`src/rtl/wallbot_pkg.sv`:
```
package wallbot_pkg;

    localparam int STATE_W = 2;
    localparam int SENS_W  = 2;
    localparam int CMD_W   = 3;
    localparam int ADDR_W  = STATE_W + SENS_W;
    localparam int DEPTH   = 1 << ADDR_W;
    localparam int WORD_W  = STATE_W + CMD_W;

    typedef enum logic [STATE_W-1:0] {
        ST_SEARCH = 2'b00,
        ST_BUMP   = 2'b01,
        ST_SEEK   = 2'b10,
        ST_FOLLOW = 2'b11
    } mode_e;

    // command bundle, ordered {turn_r, turn_l, fwd}
    typedef struct packed {
        logic turn_r;
        logic turn_l;
        logic fwd;
    } cmd_t;

    // one table word, ordered {next state, commands}
    typedef struct packed {
        mode_e nxt;
        cmd_t  cmd;
    } ctl_word_t;

    // Builds one table word from its address {state, left, right}.
    function automatic ctl_word_t build_word(input logic [ADDR_W-1:0] adr);
        ctl_word_t w;
        mode_e     cur;
        logic      lft;
        logic      rgt;
        cur = mode_e'(adr[ADDR_W-1:SENS_W]);
        lft = adr[1];
        rgt = adr[0];
        case (cur)
            ST_SEARCH: begin
                w.cmd = '{turn_r: 1'b0, turn_l: 1'b0, fwd: 1'b1};
                w.nxt = (lft || rgt) ? ST_BUMP : ST_SEARCH;
            end
            ST_BUMP: begin
                w.cmd = '{turn_r: 1'b0, turn_l: 1'b1, fwd: 1'b0};
                w.nxt = (lft || rgt) ? ST_BUMP : ST_SEEK;
            end
            ST_SEEK: begin
                w.cmd = '{turn_r: 1'b1, turn_l: 1'b0, fwd: 1'b1};
                w.nxt = rgt ? ST_FOLLOW : ST_SEEK;
            end
            default: begin
                w.cmd = '{turn_r: 1'b0, turn_l: 1'b1, fwd: 1'b1};
                if (lft)      w.nxt = ST_BUMP;
                else if (rgt) w.nxt = ST_FOLLOW;
                else          w.nxt = ST_SEEK;
            end
        endcase
        return w;
    endfunction

endpackage

```
`src/rtl/wallbot_table.sv`:
```
module wallbot_table
    import wallbot_pkg::*;
#(
    parameter int AW = ADDR_W
) (
    input  logic [AW-1:0] addr,
    output ctl_word_t     word
);
    localparam int N = 1 << AW;

    ctl_word_t rom [N];

    // constant contents filled at elaboration
    for (genvar i = 0; i < N; i++) begin : g_word
        assign rom[i] = build_word(ADDR_W'(i));
    end

    assign word = rom[addr];

endmodule

```
`src/rtl/wallbot_state.sv`:
```
module wallbot_state
    import wallbot_pkg::*;
(
    input  logic  clk,
    input  logic  rst,
    input  logic  sense_l,
    input  logic  sense_r,
    input  mode_e nxt_tbl,
    output mode_e mode_q
);
    typedef struct packed {
        mode_e mode;
    } regs_t;

    regs_t r_d;
    regs_t r_q;

    always_comb begin
        r_d = r_q;
        r_d.mode = nxt_tbl;
        if (rst) r_d.mode = ST_SEARCH;
    end

    always_ff @(posedge clk) begin
        r_q <= r_d;
    end

    assign mode_q = r_q.mode;


    reset_state_chk: assert property (@(posedge clk)
        rst |=> mode_q == ST_SEARCH);


    search_leave_chk: assert property (@(posedge clk) disable iff (rst)
        (mode_q == ST_SEARCH && (sense_l || sense_r)) |=> mode_q == ST_BUMP);


    bump_exit_chk: assert property (@(posedge clk) disable iff (rst)
        (mode_q == ST_BUMP && !sense_l && !sense_r) |=> mode_q == ST_SEEK);


    seek_hold_chk: assert property (@(posedge clk) disable iff (rst)
        (mode_q == ST_SEEK && !sense_r) |=> mode_q == ST_SEEK);


    follow_left_chk: assert property (@(posedge clk) disable iff (rst)
        (mode_q == ST_FOLLOW && sense_l) |=> mode_q == ST_BUMP);

endmodule

```
`src/rtl/wallbot_ctrl.sv`:
```
module wallbot_ctrl
    import wallbot_pkg::*;
(
    input  logic clk,
    input  logic rst,
    input  logic sense_l,
    input  logic sense_r,
    output logic fwd,
    output logic turn_l,
    output logic turn_r
);
    mode_e             mode_q;
    ctl_word_t         word;
    logic [ADDR_W-1:0] addr;

    assign addr = {mode_q, sense_l, sense_r};

    wallbot_table #(.AW(ADDR_W)) u_table (
        .addr (addr),
        .word (word)
    );

    wallbot_state u_state (
        .clk     (clk),
        .rst     (rst),
        .sense_l (sense_l),
        .sense_r (sense_r),
        .nxt_tbl (word.nxt),
        .mode_q  (mode_q)
    );

    assign fwd    = word.cmd.fwd;
    assign turn_l = word.cmd.turn_l;
    assign turn_r = word.cmd.turn_r;


    no_turn_clash_chk: assert property (@(posedge clk) disable iff (rst)
        !(turn_l && turn_r));


    moore_out_chk: assert property (@(posedge clk) disable iff (rst)
        $stable(mode_q) |-> $stable({turn_r, turn_l, fwd}));

endmodule

```
`config.mk`:
```
export PLATFORM = sky130hd
export DESIGN_NAME = wallbot_ctrl
export DESIGN_NICKNAME = d
export VERILOG_FILES = /design/src/rtl/wallbot_pkg.sv /design/src/rtl/wallbot_table.sv /design/src/rtl/wallbot_state.sv /design/src/rtl/wallbot_ctrl.sv
export SDC_FILE = /design/constraint.sdc
export NUM_CORES = 1
export LEC_CHECK = 0
export ABC_AREA = 0
export BUFFER_PORTS_ARGS = -buffer_cell sky130_fd_sc_hd__buf_4
export CORE_AREA = 2 2 39 41
export CTS_CLUSTER_DIAMETER = 120
export DETAILED_ROUTE_END_ITERATION = 10
export DIE_AREA = 0 0 41 43
export GPL_TIMING_DRIVEN = 1
export MAX_ROUTING_LAYER = met4
export SYNTH_ARGS = -nofsm -noshare
export SYNTH_HDL_FRONTEND = slang
export SYNTH_SLANG_ARGS = --single-unit
export TNS_END_PERCENT = 20
```
`constraint.sdc`:
```
create_clock -name clk -period 0.9 [get_ports clk]
set_input_delay 0.045 -clock clk [delete_from_list [all_inputs] [get_ports clk]]
set_output_delay 0.045 -clock clk [all_outputs]
set_load 0.03 [all_outputs]
```
# Yosys cells after proc, flatten, opt, wreduce, memory -nomap -nowiden
# Memory sizes are Yosys's and may differ from the RTL's.
# Index checks and enable logic that the tools add are counted.
[totals]
out_inout_bits = 3
mem_bits_ro = 80
regBits = 2
mem_count = 1
[classes]
order_cmp = 1
n_mux = 2
bitwise = 1
[memory_table]
columns = ["name", "depth", "width", "read_ports", "rd_ports_with_merged_regs", "wr", "line_no", "text"]
rows = [
  ["(no name shown)", 16, 5, 1, 0, 0, "wallbot_table.sv:18", "assign word = rom[addr];"],
]
[op_table]
columns = ["operator", "count"]
rows = [
  ["5-bit two-way mux", 2],
  ["5-bit >= comparator, second input constant", 1],
  ["4-bit inverter with 5-bit output", 1],
]

# Depth between registers and ports, before layout
[depth]
depth_word = 4
mapped_depth = 2

# By module
# Synthesis repeated with hierarchy kept, for this count alone.
[hier_totals]
hier_cells = 11
area_unflattened_um2 = 98.8
[by_module_without_submodules]
columns = ["mod", "seq_area_each_um2", "cells_each", "instances", "area_each_um2"]
rows = [
  ["wallbot_state", 40.0, 4, 1, 52.6],
  ["wallbot_table", 0.0, 7, 1, 46.3],
]

# Worst setup path after synthesis
# No wires, ideal clock.
[synth_timing]
path_type = "reg-to-reg"
start = "register u_state.r_q, in the netlist u_state.mode_q[0]"
end = "register u_state.r_q, in the netlist u_state.mode_q[0]"
stages_incl_launch_ff = 3
n_path_buf = 0
synth_period_minus_slack_ns = 1.243
t_required_ns = 0.746
setup_slack_ns = -0.343
t_arrival_ns = 1.089
setup_time_ns = 0.154
path_cell_list = "dfxtp_1 nor2b_1 o22ai_1"
[synth_between]
elab_chain_cells = 4
[synth_rtl]
columns = ["element", "line_no", "text"]
rows = [
  ["start, declared", "wallbot_state.sv:16", "regs_t r_q;"],
  ["start signal, assigned", "wallbot_state.sv:25", "r_q <= r_d;"],
  ["4-bit inverter with 5-bit output (implied by the code)", "wallbot_table.sv:18", ""],
  ["memory read 16 x 5 bit", "--", ""],
  ["5-bit two-way mux (implied by the code) (2 in series)", "wallbot_table.sv:18", ""],
]
# No other way between the ends. The select of a mux whose other input is x is not followed.
# A chain may end at the register's enable or synchronous reset.

# Worst setup path in the final report
[layout_timing]
start = "register u_state.r_q, in the netlist u_state.mode_q[0]"
end = "output port turn_r"
[layout_between]
elab_chain_cells = 4
[layout_rtl]
columns = ["element", "line_no", "text"]
rows = [
  ["4-bit inverter with 5-bit output (implied by the code)", "wallbot_table.sv:18", ""],
  ["memory read 16 x 5 bit", "--", ""],
  ["5-bit two-way mux (implied by the code) (2 in series)", "wallbot_table.sv:18", ""],
  ["end, declared", "wallbot_ctrl.sv:10", "output logic turn_r"],
]
# No other way between the ends. The select of a mux whose other input is x is not followed.

==> impl_metrics.csv <==
group,metric,value,unit
timing,worstMarginPinSlew,129.5,ps
finish,syn_to_final_growth,122.9,%
timing,hold_viol,0,
setup_path,cp_slowest_cell,"dfxtp_4",
grt,antenna_found_initial,0,
clock_tree,cts_buffers,3,
synthesis,syn-cell-area,87.58,sq um
detailed_routing,drtIter0Drc,0,
setup_path,crit_buf_inv,1,
finish,multiInputGateArea,51.30,sq um
clock_tree,cts_root_buf,"clkbuf_4",
synthesis,yosysSeqAreaShare,0.4571,
setup_path,r2r_setup_slack,160,ps
detailed_routing,vias_per_cell,2.914,
finish,seq_area,45.04,sq um
floorplan,die_area,0.001763,sq mm
floorplan,ios,7,
detailed_routing,ant_nets,0,
finish,n_fill_cell,161,
pwr,max-vdd-ir-drop,310.0,uV
finish,largest_register_ffs,2,
timing,post-route-period-util,0.9722,
clock_tree,htreeDepth,1,
floorplan,start_util,0.06329,
setup_path,cp_max_fo,5,
clock_tree,cts.path.max_buffers,2,
grt,grt_max_degree,6,
timing,period_minus_slack,875.0,ps
worst_hold_path,hp-class,"input pin to register",
setup_path,startpoint_type,"register",
floorplan,core,0.001384,sq mm
setup_path,path_cells,"nor2b_4 > buf_6",
synthesis,ys_ff_latch,2,
pwr,pwr-share-seq,0.281,
placement,dp_worst_setup_slack,176.2,ps
floorplan,num_rows,14,
setup_path,r2r_cells,2,
timing,final.setup.tns,0,ps
pwr,total_power,375.4,uW
setup_path,crit_family,"flip-flops",
timing,fin_ws,24.98,ps
setup_path,r2r_start,"u_state.mode_q[0]",
setup_path,regToRegEndpoint,"u_state.mode_q[1]",
pwr,p_clk_frac,0.524,
detailed_routing,drcViolationCount,0,
timing,setup_viol,0,
pwr,power.internal,281.6,uW
timing,slew_headroom,0.9137,
setup_path,slowest_delay,350,ps
clock_tree,cts-hold-fix-buffers,0,
timing,skew,0.9196,ps
timing,rsz0062_at_grt,"true",
floorplan,die_width,41,um
synthesis,avgSynthCellArea,8.758,sq um
floorplan,die_y,43,um
pwr,p_switching,93.73,uW
detailed_routing,postRouteWirelength,235,um
detailed_routing,num_vias,102,
timing,drv_slew,0,
timing,max_clock_freq,1143,MHz
synthesis,syn_inst,10,
finish,antennaDiodeCount,0,
finish,layout.nets,25,
clock_tree,clk_pin_slew,30,ps
worst_hold_path,worstHoldEndpoint,"u_state.mode_q[0]",
grt,grt_pass1_vias,78,
detailed_routing,dr.pass1.iters,1,
clock_tree,clock-sinks,2,
pwr,swShare,0.2497,
setup_path,cp.arrival,830,ps
setup_path,end_kind,"primary output",
clock_tree,clock_latency,220,ps
finish,final_cells,35,
finish,final_util,0.1410,
placement,dpl.cell_count,32,
pwr,leakagePower,0.08443,nW
worst_hold_path,hold_start,"rst",
status,outcome,"completed",
pwr,power_frac_comb,0.195,
pwr,power_density,1923,mW/mm^2
grt,grt_pass1_wl,303,um
placement,port_buffers,6,
detailed_routing,wl_per_cell,6.714,um
synthesis,synth_fp_nets,14,
clock_tree,cts_tree,"built",
synthesis,ys_types,7,
worst_hold_path,holdPathStages,2,
flow_run,maxCapViolations,0,
grt,grt.overflow.total,0,
setup_path,worst-setup-path-type,"register to primary output",
synthesis,ys_warn_count,0,
finish,layout-drive-gt1-share,0.6316,
grt,gr-usage-all-layers,0.04205,
placement,finalWeightedCongestion,0.4151,
setup_path,critPathRequiredTime,850,ps
## cells by family (layout without fill, tap and decap cells)
logic type	after synthesis	in the layout	synth area share
buf+inv	1	10	0.04282
compound gates	3	3	0.2143
simple gates	4	4	0.2857
flops	2	2	0.4572
## power groups by stage
| stage | combinational, mW | sequential (mW) | clock (mW) |
|---|---|---|---|
| 2_1_floorplan | 0.0317 | 0.113 | 0 |
| 6_report | 0.0732 | 0.105 | 0.197 |
| 5_1_grt | 0.0787 | 0.107 | 0.226 |
| 3_5_place_dp | 0.0685 | 0.106 | 0 |
| 4_1_cts | 0.0702 | 0.106 | 0.213 |
| 3_3_place_gp | 0.0683 | 0.107 | 0 |
## what timing repair did
item	4_1_cts	5_1_grt
buffers inserted	0	0
gates resized for setup	2	2
setup endpoints to repair	1	2
## worst max path at each step
stage / startpoint / cells past startpoint / slack [ps] / endpoint
after floorplan: u_state.mode_q[0] / 2 / 50 / u_state.mode_q[0]
after global placement: u_state.mode_q[0] / 2 / 180 / u_state.mode_q[1]
after detailed placement: u_state.mode_q[0] / 2 / 180 / u_state.mode_q[1]
after CTS: u_state.mode_q[1] / 2 / 10 / turn_r
after global routing: u_state.mode_q[1] / 2 / -20 / turn_r
final: u_state.mode_q[0] / 2 / 20 / turn_r
## area by class of cell
cell class | instances | area share
repair buffers | 6 | 0.2692
multi-input cells | 7 | 0.2628
flip-flops and latches | 2 | 0.2308
clock buffers | 3 | 0.1154
well taps | 16 | 0.1026
inverters | 1 | 0.01923
## placed cells by master, fill, tap and decap left out
cell type	n
a21oi_1	1
nor2b_1	1
clkbuf_4	3
inv_1	1
nand2b_1	2
o21a_1	1
buf_6	2
buf_4	4
dfxtp_4	1
nor2b_4	1
o22ai_1	1
dfxtp_2	1
## through the flow
step / area, sq um / hold slack, ps
6_report: 195.2 / 33.64
5_1_grt: 195.2 / 25.44
4_1_cts: 188.9 / 32.40
3_3_place_gp: 161.4 / 265.6
3_5_place_dp: 161.4 / 272.8
2_1_floorplan: 96.34 / 151.2
## synthesized netlist by cell type
master,count,area share
nand2b_1,2,0.14
a21oi_1,1,0.057
o22ai_1,1,0.071
inv_1,1,0.043
o21a_1,1,0.086
nor2b_1,2,0.14
dfxtp_1,2,0.46
## routing by layer
metal | GRT usage | up-vias | wire length (um)
met1 | 0.02229 | 43 | 84
met4 | 0.08000 | 0 | 0
met3 | 0.06283 | 0 | 46
met5 | - | - | 0
li1 | - | 52 | -
met2 | 0.03125 | 7 | 103
Note: power is estimated with default switching activity, not from simulation.
